$ cat config.mk
export PLATFORM = sky130hd
export DESIGN_NAME = secs_rtc
export DESIGN_NICKNAME = d
export VERILOG_FILES = /design/src/rtl/secs_rtc_pkg.sv /design/src/rtl/secs_rtc_ctrl.sv /design/src/rtl/secs_rtc_dp.sv /design/src/rtl/secs_rtc.sv
export SDC_FILE = /design/constraint.sdc
export NUM_CORES = 1
export LEC_CHECK = 0
export BUFFER_PORTS_ARGS = -buffer_cell sky130_fd_sc_hd__buf_2
export CORE_UTILIZATION = 45
export DETAILED_ROUTE_END_ITERATION = 16
export SETUP_SLACK_MARGIN = 0.5
export SLEW_MARGIN = 20
export SYNTH_ARGS = -nofsm -noshare
export SYNTH_HDL_FRONTEND = slang
export SYNTH_HIERARCHICAL = 1
export SYNTH_SLANG_ARGS = --single-unit
export TNS_END_PERCENT = 50
$ cat constraint.sdc
create_clock -name clk -period 8.84 [get_ports clk]
set_clock_uncertainty 0.1 [all_clocks]
set_input_delay 0.442 -clock clk [delete_from_list [all_inputs] [get_ports clk]]
set_output_delay 0.442 -clock clk [all_outputs]
set_load 0.01 [all_outputs]
$ cat src/rtl/secs_rtc_pkg.sv
package secs_rtc_pkg;
  localparam int AddrW = 5;

  // Byte offsets of the four registers
  localparam logic [AddrW-1:0] OffAlarm = 5'h00;
  localparam logic [AddrW-1:0] OffCount = 5'h04;
  localparam logic [AddrW-1:0] OffTrim  = 5'h08;
  localparam logic [AddrW-1:0] OffStat  = 5'h10;

  // Write strobes from the control to the datapath
  typedef struct packed {
    logic wrAlarm;
    logic wrCount;
    logic wrTrim;
    logic wrStat;
  } regStrobe_t;

  // Status register layout, packed MSB first: bit3..bit0
  typedef struct packed {
    logic tickEn;
    logic alarmEn;
    logic tickFlag;
    logic alarmFlag;
  } statBits_t;
endpackage

$ cat src/rtl/secs_rtc_ctrl.sv
module secs_rtc_ctrl
  import secs_rtc_pkg::*;
#(
  parameter int DataW = 32
) (
  input  logic             clk,
  input  logic             rstN,
  input  logic             busSel,
  input  logic             busWr,
  input  logic [AddrW-1:0] busAddr,
  input  logic [DataW-1:0] alarmVal,
  input  logic [DataW-1:0] countVal,
  input  logic [DataW-1:0] trimVal,
  input  statBits_t        stat,
  output regStrobe_t       strobe,
  output logic [DataW-1:0] busRdata
);
  logic wrAcc;
  assign wrAcc = busSel && busWr;

  always_comb begin
    strobe         = '0;
    strobe.wrAlarm = wrAcc && (busAddr == OffAlarm);
    strobe.wrCount = wrAcc && (busAddr == OffCount);
    strobe.wrTrim  = wrAcc && (busAddr == OffTrim);
    strobe.wrStat  = wrAcc && (busAddr == OffStat);
  end

  always_comb begin
    unique case (busAddr)
      OffAlarm: busRdata = alarmVal;
      OffCount: busRdata = countVal;
      OffTrim:  busRdata = trimVal;
      OffStat:  busRdata = {{(DataW-4){1'b0}}, stat};
      default:  busRdata = '0;
    endcase
  end

  // a single access never writes two registers
  p_one_strobe_r2: assert property (@(posedge clk) disable iff (!rstN)
    $onehot0(strobe));
endmodule

$ cat src/rtl/secs_rtc_dp.sv
module secs_rtc_dp
  import secs_rtc_pkg::*;
#(
  parameter int DataW     = 32,
  parameter int DivW      = 16,
  parameter int TrimEvery = 8
) (
  input  logic             clk,
  input  logic             rstN,
  input  regStrobe_t       strobe,
  input  logic [DataW-1:0] wdata,
  output logic [DataW-1:0] alarmVal,
  output logic [DataW-1:0] countVal,
  output logic [DataW-1:0] trimVal,
  output statBits_t        stat,
  output logic             irqTick,
  output logic             irqAlarm
);
  localparam int TrimW = DataW - DivW;
  localparam int LimW  = ((DivW > TrimW) ? DivW : TrimW) + 2;
  localparam int TcW   = (TrimEvery > 1) ? $clog2(TrimEvery) : 1;

  logic [DataW-1:0] alarmReg, countReg, trimReg;
  logic [LimW-2:0]  preCnt, limitU;
  logic [TcW-1:0]   trimCnt;
  logic signed [LimW-1:0] divS, trimS, sumS;
  logic running, trimCycle, tickPulse, tickEvt;
  logic cmpNow, cmpQ, alarmEvt;
  statBits_t statQ;

  assign running   = |trimReg;
  assign trimCycle = (trimCnt == TcW'(TrimEvery - 1));

  always_comb begin
    divS  = $signed({{(LimW-DivW){1'b0}}, trimReg[DivW-1:0]});
    trimS = trimCycle ? $signed({{(LimW-TrimW){trimReg[DataW-1]}}, trimReg[DataW-1:DivW]})
                      : '0;
    sumS  = divS + trimS;
    limitU = sumS[LimW-1] ? '0 : sumS[LimW-2:0];
  end

  assign tickPulse = running && (preCnt >= limitU);
  assign tickEvt   = tickPulse && !strobe.wrCount;
  assign cmpNow    = (countReg == alarmReg);
  assign alarmEvt  = cmpNow && !cmpQ;

  always_ff @(posedge clk or negedge rstN) begin
    if (!rstN) begin
      alarmReg <= '0;
      countReg <= '0;
      trimReg  <= '0;
      preCnt   <= '0;
      trimCnt  <= '0;
      cmpQ     <= 1'b1;
      statQ    <= '0;
    end else begin
      if (strobe.wrAlarm) alarmReg <= wdata;
      if (strobe.wrTrim)  trimReg  <= wdata;
      if (strobe.wrCount) begin
        countReg <= wdata;
        preCnt   <= '0;
        trimCnt  <= '0;
      end else if (tickPulse) begin
        countReg <= countReg + 1'b1;
        preCnt   <= '0;
        trimCnt  <= trimCycle ? '0 : trimCnt + 1'b1;
      end else if (running) begin
        preCnt <= preCnt + 1'b1;
      end
      cmpQ <= cmpNow;
      if (strobe.wrStat) begin
        statQ.tickEn  <= wdata[3];
        statQ.alarmEn <= wdata[2];
      end
      statQ.alarmFlag <= alarmEvt | (statQ.alarmFlag & ~(strobe.wrStat & wdata[0]));
      statQ.tickFlag  <= tickEvt  | (statQ.tickFlag  & ~(strobe.wrStat & wdata[1]));
    end
  end

  assign alarmVal = alarmReg;
  assign countVal = countReg;
  assign trimVal  = trimReg;
  assign stat     = statQ;
  assign irqTick  = statQ.tickFlag  & statQ.tickEn;
  assign irqAlarm = statQ.alarmFlag & statQ.alarmEn;

  // each tick moves the count up by exactly one
  p_step_r5: assert property (@(posedge clk) disable iff (!rstN)
    (tickPulse && !strobe.wrCount) |=> (countReg == $past(countReg) + 1'b1));

  // a cleared trim/divider register freezes the count
  p_halt_r7: assert property (@(posedge clk) disable iff (!rstN)
    (trimReg == '0 && !strobe.wrCount) |=> (countReg == $past(countReg)));

  // writing zero to the alarm flag bit keeps it set
  p_w0_keep_r4: assert property (@(posedge clk) disable iff (!rstN)
    (strobe.wrStat && !wdata[0] && statQ.alarmFlag) |=> statQ.alarmFlag);

  // a fresh alarm event survives a same-edge clear
  p_evt_wins_r11: assert property (@(posedge clk) disable iff (!rstN)
    alarmEvt |=> statQ.alarmFlag);

  // the alarm flag only rises after a cycle of equality
  p_match_r9: assert property (@(posedge clk) disable iff (!rstN)
    $rose(statQ.alarmFlag) |-> $past(countReg == alarmReg));
endmodule

$ cat src/rtl/secs_rtc.sv
module secs_rtc
  import secs_rtc_pkg::*;
#(
  parameter int DataW     = 32,
  parameter int DivW      = 16,
  parameter int TrimEvery = 8
) (
  input  logic             clk,
  input  logic             rstN,
  input  logic             busSel,
  input  logic             busWr,
  input  logic [AddrW-1:0] busAddr,
  input  logic [DataW-1:0] busWdata,
  output logic [DataW-1:0] busRdata,
  output logic             irqTick,
  output logic             irqAlarm
);
  regStrobe_t strobe;
  statBits_t  stat;
  logic [DataW-1:0] alarmVal, countVal, trimVal;

  secs_rtc_ctrl #(.DataW(DataW)) u_ctrl (
    .clk(clk), .rstN(rstN), .busSel(busSel), .busWr(busWr), .busAddr(busAddr),
    .alarmVal(alarmVal), .countVal(countVal), .trimVal(trimVal), .stat(stat),
    .strobe(strobe), .busRdata(busRdata)
  );

  secs_rtc_dp #(.DataW(DataW), .DivW(DivW), .TrimEvery(TrimEvery)) u_dp (
    .clk(clk), .rstN(rstN), .strobe(strobe), .wdata(busWdata),
    .alarmVal(alarmVal), .countVal(countVal), .trimVal(trimVal), .stat(stat),
    .irqTick(irqTick), .irqAlarm(irqAlarm)
  );
endmodule

==> results of run 1 <==
==> where the power goes <==
group          internal (mW)  total (mW)  switching [mW]  leakage (nW)
Sequential             0.663       0.830           0.167          1.49
Clock                  0.443       0.710           0.267         0.285
Combinational          0.264       0.625           0.360          2.50
==> per-layer routing <==
| layer | global-route usage (%) | wire length (um) | up-vias |
|---|---|---|---|
| li1 | - | - | 3139 |
| met1 | 38.44 | 10850 | 3411 |
| met2 | 44.25 | 11390 | 219 |
| met3 | 4.489 | 1319 | 20 |
| met4 | 7.179 | 263 | 0 |
| met5 | 0 | 0 | - |
==> area by class of cell <==
type                    count  area [um2]
clock buffers              17       425.4
multi-input cells         644        4783
fillers                  1575        8124
well taps                 225       281.5
clock inverters            15       175.2
inverters                  18       67.56
flip-flops and latches    121        3029
repair buffers             84       470.5
==> worst max-delay path, stage by stage (launching register included) <==
cell,delay (ps)
sky130_fd_sc_hd__dfrtp_1,400
sky130_fd_sc_hd__ha_1,210
sky130_fd_sc_hd__ha_1,360
sky130_fd_sc_hd__and2_1,250
sky130_fd_sc_hd__ha_1,400
sky130_fd_sc_hd__nand2_1,90
sky130_fd_sc_hd__o21ai_0,280
sky130_fd_sc_hd__a31oi_1,190
sky130_fd_sc_hd__a31oi_2,320
sky130_fd_sc_hd__a21oi_1,150
sky130_fd_sc_hd__xnor2_2,510
sky130_fd_sc_hd__o211ai_1,190
sky130_fd_sc_hd__ha_1,360
sky130_fd_sc_hd__nand4_1,150
sky130_fd_sc_hd__nor4_1,340
sky130_fd_sc_hd__o31ai_1,180
sky130_fd_sc_hd__o311a_1,370
sky130_fd_sc_hd__or3_1,610
sky130_fd_sc_hd__or4_1,450
sky130_fd_sc_hd__nand3_1,100
==> registers in the layout (all words and copies together), names as in the netlist <==
signal and cells:
u_dp/preCnt 17, u_dp/countVal 32, u_dp/trimVal 32, u_dp/trimCnt 3, u_dp/stat 4, u_dp/alarmVal 32, u_dp/cmpQ 1
==> synth_stat cells (4+ instances only) <==
| cell | instances | area [um2] |
|---|---|---|
| sky130_fd_sc_hd__o22ai_1 | 4 | 25.02 |
| sky130_fd_sc_hd__nand4_1 | 17 | 106.4 |
| sky130_fd_sc_hd__nand3_1 | 33 | 165.2 |
| sky130_fd_sc_hd__xor2_1 | 52 | 455.4 |
| sky130_fd_sc_hd__and3_1 | 13 | 81.33 |
| sky130_fd_sc_hd__nor2_1 | 37 | 138.9 |
| sky130_fd_sc_hd__nor2b_1 | 18 | 112.6 |
| sky130_fd_sc_hd__a21oi_1 | 21 | 105.1 |
| sky130_fd_sc_hd__inv_1 | 18 | 67.56 |
| sky130_fd_sc_hd__ha_1 | 38 | 475.5 |
| sky130_fd_sc_hd__buf_2 | 6 | 30.03 |
| sky130_fd_sc_hd__buf_1 | 5 | 18.77 |
| sky130_fd_sc_hd__mux2i_1 | 33 | 330.3 |
| sky130_fd_sc_hd__o2bb2ai_1 | 25 | 219.0 |
| sky130_fd_sc_hd__dfrtp_1 | 120 | 3003 |
| sky130_fd_sc_hd__a22oi_1 | 17 | 127.6 |
| sky130_fd_sc_hd__o21ai_0 | 31 | 155.2 |
| sky130_fd_sc_hd__and2_1 | 20 | 125.1 |
| sky130_fd_sc_hd__xnor2_1 | 22 | 192.7 |
| sky130_fd_sc_hd__mux2_2 | 64 | 720.7 |
| sky130_fd_sc_hd__nor3_1 | 8 | 40.04 |
| sky130_fd_sc_hd__nand3_2 | 4 | 40.04 |
| sky130_fd_sc_hd__nor4_1 | 20 | 125.1 |
| sky130_fd_sc_hd__buf_6 | 4 | 45.04 |
| sky130_fd_sc_hd__a21o_1 | 4 | 30.03 |
| sky130_fd_sc_hd__nand2_1 | 87 | 326.6 |
| sky130_fd_sc_hd__o211ai_1 | 6 | 45.04 |
| sky130_fd_sc_hd__or4_1 | 14 | 105.1 |
| sky130_fd_sc_hd__clkbuf_1 | 20 | 75.07 |
==> cell families (layout without fill, tap and decap cells) <==
kind of cell / Yosys count / count (layout) / share of synthesized area [%]
xor gates and xnor gates: 74 / 74 / 8.076
buffers and inverters: 55 / 134 / 3.134
muxes: 97 / 97 / 13.10
AOI/OAI and AO/OA: 137 / 137 / 11.96
DFF: 121 / 121 / 37.75
and+or+nand+nor: 297 / 297 / 19.82
adders and majority gates: 39 / 39 / 6.174
==> layout by cell type, fill, tap and decap left out, types with 4 or more instances in the layout <==
cell                         Yosys  final
sky130_fd_sc_hd__a21o_1          4      4
sky130_fd_sc_hd__a21oi_1        21     21
sky130_fd_sc_hd__a22oi_1        17     17
sky130_fd_sc_hd__and2_1         20     20
sky130_fd_sc_hd__and3_1         13     13
sky130_fd_sc_hd__buf_2           6     73
sky130_fd_sc_hd__buf_4           2      9
sky130_fd_sc_hd__clkbuf_16       0     17
sky130_fd_sc_hd__clkinv_2        0      4
sky130_fd_sc_hd__clkinvlp_4      0      4
sky130_fd_sc_hd__dfrtp_1       120    120
sky130_fd_sc_hd__ha_1           38     38
sky130_fd_sc_hd__inv_1          18     18
sky130_fd_sc_hd__mux2_2         64     64
sky130_fd_sc_hd__mux2i_1        33     33
sky130_fd_sc_hd__nand2_1        87     87
sky130_fd_sc_hd__nand3_1        33     33
sky130_fd_sc_hd__nand3_2         4      4
sky130_fd_sc_hd__nand4_1        17     17
sky130_fd_sc_hd__nor2_1         37     36
sky130_fd_sc_hd__nor2b_1        18     18
sky130_fd_sc_hd__nor3_1          8      8
sky130_fd_sc_hd__nor4_1         20     19
sky130_fd_sc_hd__o211ai_1        6      6
sky130_fd_sc_hd__o21ai_0        31     31
sky130_fd_sc_hd__o22ai_1         4      4
sky130_fd_sc_hd__o2bb2ai_1      25     25
sky130_fd_sc_hd__or4_1          14     14
sky130_fd_sc_hd__xnor2_1        22     21
sky130_fd_sc_hd__xor2_1         52     52
==> path summary, 6_finish.rpt <==
check,start,endpoint,slack [ps],cells after the start
max,u_dp/trimCnt[0],u_dp/countVal[17],2740,19
min reg2reg,u_dp/trimCnt[1],u_dp/trimCnt[1],440,2
max reg2reg,u_dp/trimCnt[0],u_dp/countVal[17],2740,19
max in group asynchronous,rstN,u_dp/cmpQ,7010,4
min in group asynchronous,rstN,u_dp/countVal[9],470,2
min,busWdata[24],u_dp/countVal[24],170,3
==> flow_results.org, run 1 <==
** Clock network
- Max Buffers Root-to-Sink :: 2
- Total clock sinks :: 121
- Post-CTS timing repair inserted 0 buffers for setup.
- Once the clock tree was built, the resizer swapped 0 gates to a different size.
- TritonCTS built the clock tree.
- The number of hold buffers added after CTS was 1.
- The H-tree was split into 4 levels.
- In this run the clock root is driven by a sky130_fd_sc_hd__clkbuf_16.
- Clock latency reported for the late side of the worst-skew pair :: 420 ps
- Clock transition at path regs :: 60 ps
- Clock buffer count from CTS :: 17

** Timing
- Sum of negative setup slack :: 0 ps
- The final number of max-transition violations came to 0.
- At the pin with the least slew margin, the transition time is 1081 ps.
- Setup repair after global routing left no endpoint under its margin.
- For this run, the top clock speed supported by timing is 163.9 MHz.
- Final min period :: 6100 ps
- Measured against its own limit, the worst slew margin works out to 26.90%.
- Final hold analysis gives a worst-case slack of 166.0 ps.
- The number of hold violations in the final report came to 0.
- # setup viols final :: 0
- Post-route worst setup slack :: 2740 ps
- After layout, the worst path uses 69.01% of the clock period.

** Synth
- Of all flip-flops after synthesis, the portion carrying an async set or reset was 100.0%.
- Number of distinct library cell variants in the gate-level netlist after synthesis :: 64
- For this run, the number of Yosys warnings is 6.
- In this run, synthesis inferred 0 flip-flops with an integrated enable.
- Sequential element share of the synthesized area :: 37.75%
- Primary FF master, synth :: sky130_fd_sc_hd__dfrtp_1
- Each instance of the synthesized netlist takes up on average 9.787 um2.
- Synthesis produced a netlist whose cell count is 820.
- Counting flops and latches in the post-synthesis netlist gives 121.
- Combined area of all synthesized cells :: 8025 um2
- Post-Synthesis Net Count :: 900

** Layout
- For this run, the post-layout net count is 966.
- The count of cells in the finished layout, fillers not included, comes to 1124.
- Post-route standard cell area excluding fillers :: 9233 um2
- At the end of the flow the core is filled with cells to 53.19%.
- Antenna diode instance count :: 0
- Share of post-route cells with drive strength above 1 :: 22.47%
- Area Growth Syn to Fin :: 15.05%

** Setup path
- Worst EP arrival :: 6350 ps
- Startpoint types :: flip-flop
- By startpoint and endpoint, the worst setup path is classified as reg2reg.
- In this run the worst path has a maximum fanout of 18.
- At the worst endpoint, the required time is 9090 ps.
- Nature of the critical path endpoint :: flip-flop

** Place
- Once placement finished, the instance area stood at 8587 um2.
- Before CTS, the worst setup slack after placement is 2529 ps.
- After detailed placement, the design holds a cell count of 1090.
- Estimated wirelength of the detail-placed design :: 17300 um
- Number of port buffers :: 74
- Routability cong. :: 0.8739

** GRT
- The initial antenna violation count came to 0.
- Pin count of the biggest net entering global routing :: 90
- The first global-routing pass estimated 38070 um of wire.
- Congestion Overflow GR :: 0
- Global routing usage summed across all routing layers :: 27.57%
- Vias in the first global route :: 6900

** Detailed routing
- Total number of vias :: 6789
- The first detailed-routing pass took 5 iterations.
- Using the TritonRoute via totals, the vias-per-cell ratio works out to 6.040.
- Initial detailed-routing violation count :: 466
- After detailed routing, the average wire length per cell comes to 21.20 um.
- The detail route stage leaves a number of antenna-violating nets equal to 0.
- Drc violations :: 0
- The routed design has 23830 um of wire.

** Floorplanning
- Core area :: 17360 um2
- Row generation in the floorplan step produced 48 rows.
- Die extent in x :: 135.5 um
- The die covers 18370 um2.
- Initial standard-cell utilization of the core :: 46.24%
- Number of I/O pins :: 75
- Y dimension of the die :: 135.5 um

** Power
- The design draws 2.164 mW.
- Pwr dens :: 234.4 nW/um2
- Static power due to leakage :: 4.275 nW
- IR analysis of the VDD net gives a maximum drop of 142.6 uV.

** Worst hold path
- The worst hold path belongs to the class in2reg.

** Outcome
- Run status :: finished clean

** Run
- Across the run, the number of max-cap violations was 0.
(Power assumes the default switching activity.)
==> run 2, diff against run 1 <==
- ABC_AREA: unset -> 1
- PLACE_DENSITY: unset -> 0.65
- clock period: 8.84 -> 5.33 ns (I/O delays scaled with it)
==> run 2 against run 1 <==
Effect of this change:
- cell count is 56% higher
- synthesized area is 19% higher
- first-iteration DRC count is 80% higher
- final area is 17% higher
- wire length is 27% higher
- critical path depth is 10 higher
- via count is 42% higher
- maximum frequency is 37% higher
- register-to-register slack worse by 1900 ps
- non-clock buffer count is 23 higher
- flip-flop and latch count stayed put
- worst hold slack worse by 150 ps
- critical endpoint is now u_dp/countVal[2]
- largest cell class unchanged
- largest power group unchanged
- highest routed layer unchanged
==> flow_results.org, run 2 <==
** Timing
- Worst rel slew slack :: 35.01%
- For the pin with the worst max-slew slack, the measured transition is 972.6 ps.
- Setup repair after global routing missed its margin :: no
- Worst slack on hold paths :: 11.35 ps
- After layout, the minimum clock period comes to 4445 ps.
- The number of hold violations in the final report came to 0.
- Fraction of the cycle the final worst path needs :: 83.39%
- Summed over all failing endpoints, the final setup total negative slack is 0 ps.
- Number of pins with negative max-slew slack in the final report :: 0
- # setup viols final :: 0
- Achievable frequency :: 225.0 MHz

** Detailed routing
- Initial detailed-routing violation count :: 841
- Dividing the detail-routed wire length by the instance count gives 17.22 um.
- In the routed design, unresolved DRC markers number 0.
- Routed Wire Length :: 30230 um
- Using the TritonRoute via totals, the vias-per-cell ratio works out to 5.486.
- Antenna Violating Nets Remaining :: 0
- Detailed routing inserted a total of 9633 vias.
- 1st-pass router iterations :: 6

** Place
- Post-placement cell count :: 1706
- Estimated wirelength of the detail-placed design :: 21970 um
- The count of buffers added on input and output ports is 74.
- After detailed placement, the total cell area comes to 10030 um2.
- Routability cong. :: 1.003

** Layout
- Share of post-route cells with drive strength above 1 :: 13.80%
- Post-route standard cell area excluding fillers :: 10790 um2
- Commonest non-fill, non-tap cell in the layout :: sky130_fd_sc_hd__nand2_1
- Final net count :: 1553
- Excluding fillers, the count of instances in the completed layout stands at 1756.
- The number of antenna diodes in the final layout is 0.
- Relative to the synthesized area, the layout overhead comes to 13.48%.
- Most frequent cells in the layout :: sky130_fd_sc_hd__nand2_1 (484), sky130_fd_sc_hd__inv_1 (136), sky130_fd_sc_hd__nand3_1 (128)

** Synth
- List of most frequent post-synthesis cells :: sky130_fd_sc_hd__nand2_1 (484), sky130_fd_sc_hd__inv_1 (136), sky130_fd_sc_hd__nand3_1 (128), sky130_fd_sc_hd__dfrtp_1 (120), sky130_fd_sc_hd__nor2_1 (115)
- Averaged over all synthesized cells, the footprint is 6.755 um2.
- Summed over its instances, the top area cell type makes up 31.57% of the synthesized netlist area.
- Sequential element share of the synthesized area :: 31.85%
- Post-Synthesis Net Count :: 1488
- Sorting the synthesized cells by area gives the leading types as sky130_fd_sc_hd__dfrtp_1 (32%), sky130_fd_sc_hd__nand2_1 (19%), sky130_fd_sc_hd__nand3_1 (6.7%), sky130_fd_sc_hd__nand4_1 (6.1%), sky130_fd_sc_hd__inv_1 (5.4%).
- The cell count after synthesis came out at 1408.
- Warnings from Yosys :: 6
- Combined area of all synthesized cells :: 9512 um2
- Counting flops and latches in the post-synthesis netlist gives 121.
- Primary FF master, synth :: sky130_fd_sc_hd__dfrtp_1
- Post-synth top area cell :: sky130_fd_sc_hd__dfrtp_1
- Count leader, synth :: sky130_fd_sc_hd__nand2_1
- Async SR Flop Fraction :: 100.0%
- Number of distinct library cell variants in the gate-level netlist after synthesis :: 40
- Counting flops with a built-in enable in the synthesized netlist gives 0.

** Clock network
- TritonCTS built the clock tree.
- Post-CTS timing repair inserted 0 buffers for setup.
- Clock latency reported for the late side of the worst-skew pair :: 430 ps
- Clock-pin slew was measured on the worst setup and hold paths at 60 ps.
- The root buffer cell chosen for the clock tree is sky130_fd_sc_hd__clkbuf_16.
- The clock passes through at most 2 buffers.
- Max H-tree Level :: 4
- For this design, the sink count on the clock tree is 121.
- Clock buffer count from CTS :: 17

** Floorplanning
- Row count :: 52
- From left edge to right edge, the die measures 147.4 um.
- DIE AREA :: 21720 um2
- The core region is 20490 um2.
- Initial standard-cell utilization of the core :: 46.41%
- Number of I/O pins :: 75
- The die is 147.4 um tall.

** GRT
- The number of global-route vias before repair is 9162.
- Pin count of the biggest net entering global routing :: 75
- Congestion Overflow GR :: 0
- For this run, the total global-route usage over all layers was measured as 29.12%.
- Initial antenna violation count :: 0
- The first global-routing pass estimated 49090 um of wire.

** Setup path
- The critical path crosses 29 cells after its start point.
- Max stage delay cell, worst path :: sky130_fd_sc_hd__ha_2
- Counting both buffers and inverters, the worst setup path holds a total of 4.
- By instance count, the cell type seen most on the critical path is sky130_fd_sc_hd__nand2_1.
- R2R depth :: 29
- The kind of cell with the highest combined delay along the critical path is simple AND/OR/NAND/NOR gates.
- The critical path is of the reg2reg type.
- The most critical setup path has its startpoint at u_dp/trimCnt[0].
- Worst-path maximum fanout :: 16
- Max incr delay on CP :: 410 ps
- The worst setup path is launched from a flip-flop.
- In this run the critical register-to-register path is launched from u_dp/trimCnt[0].
- In this run the critical register-to-register path is captured at u_dp/countVal[2].
- Nature of the critical path endpoint :: flip-flop
- At the worst endpoint, the arrival time is 4700 ps.
- Data required, critical path :: 5590 ps
- Termination of the worst setup path :: u_dp/countVal[2]
- Flop-to-flop setup slack :: 890 ps

** Power
- Power consumption :: 3.013 mW
- Pwr dens :: 279.2 nW/um2
- Static power due to leakage :: 5.633 nW
- Across the VDD grid, the largest voltage drop is 193.7 uV.

** Run
- The tool flagged a number of max-cap violations equal to 0.

** Worst hold path
- Path type of the worst min-delay path :: in2reg

** Outcome
- Run status :: finished clean
## run 2: cell count changes after synthesis, moves of 25 or more
cell / before / now
sky130_fd_sc_hd__mux2i_1: 33 / 0
sky130_fd_sc_hd__inv_1: 18 / 136
sky130_fd_sc_hd__xor2_1: 52 / 27
sky130_fd_sc_hd__nor2_1: 37 / 115
sky130_fd_sc_hd__nand4_1: 17 / 93
sky130_fd_sc_hd__o2bb2ai_1: 25 / 0
sky130_fd_sc_hd__nand2_1: 87 / 484
sky130_fd_sc_hd__mux2_2: 64 / 28
sky130_fd_sc_hd__nand3_1: 33 / 128
## run 2: timing repair
action / in CTS / in global routing
hold buffers: 17 / 0
resized for setup: 0 / 7
endpoints found under the hold margin: 57 / 0
setup endpoints to repair: 0 / 43
## run 2: cell type report
class,count,area (um2)
Fill cell,2068,9701
Multi-Input combinational cell,1085,5655
Sequential cell,121,3029
Timing Repair Buffer,107,698.2
Inverter,141,529.3
Clock buffer,18,429.2
Tap cell,270,337.8
Clock inverter,14,115.1
## run 2: per-stage QoR
stage	utilization (%)	worst slack [ps]
floorplan	-	1358
global placement	48.92	785.2
detailed placement	48.92	695.7
CTS	52.41	639.8
global route	52.67	499.9
finish	52.67	885.3
## run 2: kinds of logic after synthesis
kind of cell	Yosys count	synth area share, %
AO/OA/AOI/OAI	99	5.512
XOR/XNOR	34	3.131
adder cells (fa/ha/maj)	39	5.209
buffers and inverters	202	9.024
flip-flops	121	31.85
multiplexers	28	3.315
AND/OR/NAND/NOR	885	41.96
## run 2: how the worst min path moves through the flow
stage	from	end	slack [ps]	cells past startpoint
after floorplan	rstN	u_dp/alarmVal[0]	-130	0
after global placement	rstN	u_dp/alarmVal[1]	200	1
after detailed placement	rstN	u_dp/alarmVal[1]	190	1
after CTS	busWdata[19]	u_dp/trimVal[19]	1	3
after global routing	busWdata[30]	u_dp/trimVal[30]	3	2
final	busWdata[21]	u_dp/alarmVal[21]	10	2
## run 2: power by group
part / internal (mW) / total, mW / switching (mW)
clock: 0.604 / 1.09 / 0.486
sequential: 1.06 / 1.25 / 0.191
combinational: 0.269 / 0.677 / 0.408
total: 1.93 / 3.01 / 1.08
## run 2: metal layers
metal  track usage (%)  vias up  wire [um]
met5                 0        -          0
met4             11.55        0        795
met3             4.784       58       1861
met2             46.51      363      14140
met1             39.36     4490      13430
li1                  -     4722          -
## run 2: worst register-to-register path, delay by kind of cell, from the launching register on
family | cells | cell delay, ps
fa+ha+maj | 4 | 1210
buf+inv | 4 | 540
simple gates | 21 | 2090
flops | 1 | 400
==> run 3, diff against run 2 <==
- PLACE_DENSITY: 0.65 -> unset
- clock period: 5.33 -> 4.1 ns (I/O delays scaled with it)
==> run 3 against run 2 <==
Effect of this change:
- core utilization increased by 8.0 points
- maximum frequency increased by 10%
- largest power group unchanged
- critical path depth decreased by 3
- sequential power increased by 34%
- die area unchanged
- sequential share of layout area decreased by 3.7 points
- global-route usage increased by 3.0 points
- critical endpoint is now u_dp/stat[1]
- clock-buffer cell count unchanged
- non-clock buffer count increased by 56
- wire length increased by 15%
- largest cell class unchanged
- worst hold slack improved by 19 ps
- register-to-register slack got worse by 820 ps
==> flow_results.org, run 3 (synthesis results as in run 2) <==
** Power
- Dividing total power by cell area gives a power density of 352.1 nW/um2.
- Static power due to leakage :: 6.224 nW
- Switching portion of total power :: 36.27%
- VDD sags by at most 277.0 uV.
- Combinational logic is responsible for 26.0% of the overall power.
- Sequential cells account for 38.2% of the total power.
- Summing internal, switching and leakage power gives 4.381 mW.
- Internal Power :: 2.792 mW
- Per report_power, the clock group accounts for 35.7% of the total.
- Net load switching power :: 1.589 mW

** Floorplanning
- The core region is 20490 um2.
- Die extent in x :: 147.4 um
- For this design the top-level I/O count stands at 75.
- DIE AREA :: 21720 um2
- Y dimension of the die :: 147.4 um
- The initial utilization of the core area, before any placement, comes to 46.41%.
- Row count :: 52

** Timing
- Number of hold violations in the final report :: 0
- Final min period :: 4032 ps
- Achievable frequency :: 248.0 MHz
- Setup repair after global routing could not meet its margin everywhere.
- The worst path uses 98.35% of the clock period.
- Worst Tran Pin Value :: 790.6 ps
- Measured against its own limit, the worst slew margin works out to 47.29%.
- # setup viols final :: 0
- Number of pins with negative max-slew slack in the final report :: 0

** GRT
- In the global route stage, met2 resource usage came out at 50.40%.
- For this run, global-route usage on met3 was measured as 5.216%.
- Wire length of the first global-routing pass :: 53100 um
- The number of global-route vias before repair was 9476.
- Global routing usage summed across all routing layers :: 32.14%
- The initial antenna violation count was 0.
- Summed over all layers, the global routing overflow is 0.
- Entering global routing, the biggest net connects 68 pins.
- For met1 alone, demand over resource in global routing was 44.13%.
- After global routing, the most crowded layer is met2.

** Setup path
- At the worst endpoint, the arrival time is 4210 ps.
- Data required, critical path :: 4280 ps
- On the worst path, the slowest cell contributes a delay of 390 ps.
- Family of cells with the greatest summed delay on the critical path :: simple AND/OR/NAND/NOR gates
- Of all nets on the critical path, the largest fanout is 8.
- The most critical setup path has its startpoint at u_dp/trimCnt[1].
- Library cell appearing most often on the critical path :: sky130_fd_sc_hd__nand2_2
- The worst setup path is launched from a flip-flop.
- Nature of the critical path endpoint :: flip-flop
- The largest individual stage delay along the critical path comes from the cell sky130_fd_sc_hd__dfrtp_1.
- Critical register-to-register path startpoint :: u_dp/trimCnt[1]
- Type of the setup path with the least slack :: reg2reg
- Critical path buffer and inverter count :: 5

** Worst hold path
- Worst hold path startpoint :: busWdata[12]
- The path class of the tightest hold or removal check is in2reg.

** Clock network
- Clock buffer count from CTS :: 17
- In this run the deepest clock path goes through 2 buffers.
- TritonCTS built the clock tree.
- The H-tree generated during clock tree synthesis spans 4 levels.
- Total clock sinks :: 121
- Clock transition at path regs :: 60 ps
- Buffer type at the clock tree root :: sky130_fd_sc_hd__clkbuf_16
- For the worst-skew pair, the clock arrives at the later sink with an insertion delay of 430 ps.

** Layout
- Area Growth Syn to Fin :: 30.82%
- Of the cells placed in the final design, the portion with a size suffix greater than 1 is 24.82%.
- Final net count :: 1610
- Fill cell count :: 1835
- Leaving out fill and tap cells, the most frequent cells in the layout are sky130_fd_sc_hd__nand2_1 (438), sky130_fd_sc_hd__inv_1 (120), sky130_fd_sc_hd__dfrtp_1 (120).
- Antenna diode instance count :: 0
- With fillers left out, the area of the finished cells amounts to 12440 um2.
- Commonest non-fill, non-tap cell in the layout :: sky130_fd_sc_hd__nand2_1
- Final core utilization :: 60.71%

** Detailed routing
- Average wire per cell in the routed design :: 19.22 um
- 1st-pass router iterations :: 5
- Initial detailed-routing violation count :: 897
- For this block, the via count after detailed routing is 10267.
- Antenna Violating Nets Remaining :: 0
- Summed over all layers, the routed wires come to 34850 um.
- Ratio of routed vias to standard cells :: 5.663
- After detailed routing, the number of remaining DRC violations is 0.

** Place
- Buffers placed on the I/O ports in this run total 74.
- Estimated wirelength of the detail-placed design :: 22880 um
- Routability cong. :: 0.8955
- Cell area reported after detailed placement :: 10330 um2

** Run
- Across the run, the number of max-cap violations was 0.

** Outcome
- Run status :: finished clean
==> run 3: cell count changes in the layout (fill, tap and decap cells not counted), sizes merged <==
cell         change
buf             +38
dlygate4sd3     +15
clkinvlp         -5
clkbuf           +3
bufinv           +2
clkinv           +2
inv              +1
nand2            +1
==> run 3: stage by stage <==
stage	instances	setup WS [ps]	TNS (ps)	hold slack, ps
floorplan	1408	441.9	0	-190.6
global placement	1708	63.56	0	234.1
detailed placement	1708	-24.69	-422.1	231.0
CTS	1797	208.5	0	4.484
global route	1813	-83.71	-2418	43.01
finish	1813	67.51	0	30.05
==> run 3: power by group through the flow <==
stage / clock, mW / combinational, mW / sequential [mW]
2_1_floorplan: 0 / 0.711 / 1.55
3_3_place_gp: 0 / 0.930 / 1.67
3_5_place_dp: 0 / 0.950 / 1.67
4_1_cts: 1.59 / 1.05 / 1.66
5_1_grt: 1.64 / 1.27 / 1.70
6_report: 1.57 / 1.14 / 1.68
==> run 3: cell type report <==
cell class,count,area [um2],share of cell area [%]
Multi-Input combinational cell,1086,6553,52.66
Sequential cell,121,3029,24.34
Timing Repair Buffer,163,1393,11.19
Inverter,141,531.8,4.273
Clock buffer,18,439.2,3.529
Tap cell,270,337.8,2.715
Clock inverter,14,160.2,1.287
==> run 3: routing by layer <==
metal  up-vias  share of wire [%]  wire, um
met5         -                  0         0
met4         0                3.3      1158
met1      4883                 43     15070
li1       4857                  -         -
met3        66                7.3      2547
met2       461                 46     16080
==> run 3: path summary, 6_finish.rpt <==
| kind | endpoint | slack [ps] | cells after the start |
|---|---|---|---|
| min reg2reg | u_dp/stat[0] | 430 | 2 |
| max | u_dp/stat[1] | 70 | 26 |
| min | u_dp/alarmVal[12] | 30 | 3 |
| max in group asynchronous | u_dp/cmpQ | 2720 | 3 |
| min in group asynchronous | u_dp/alarmVal[6] | 300 | 2 |
| max reg2reg | u_dp/stat[1] | 70 | 26 |
==> run 3: worst min-delay path, cell delays in order <==
cell                      delay [ps]
sky130_fd_sc_hd__buf_2            80
sky130_fd_sc_hd__inv_1            70
sky130_fd_sc_hd__a21oi_1         150
==> run 3: repair_timing <==
action | in CTS | in global routing
setup endpoints to repair | 53 | 53
gates resized for setup | 65 | 83
hold endpoints to repair | 117 | 0
pin swaps | 34 | 63
buffers inserted | 16 | 13
hold buffers | 32 | 0
gates cloned | 9 | 3
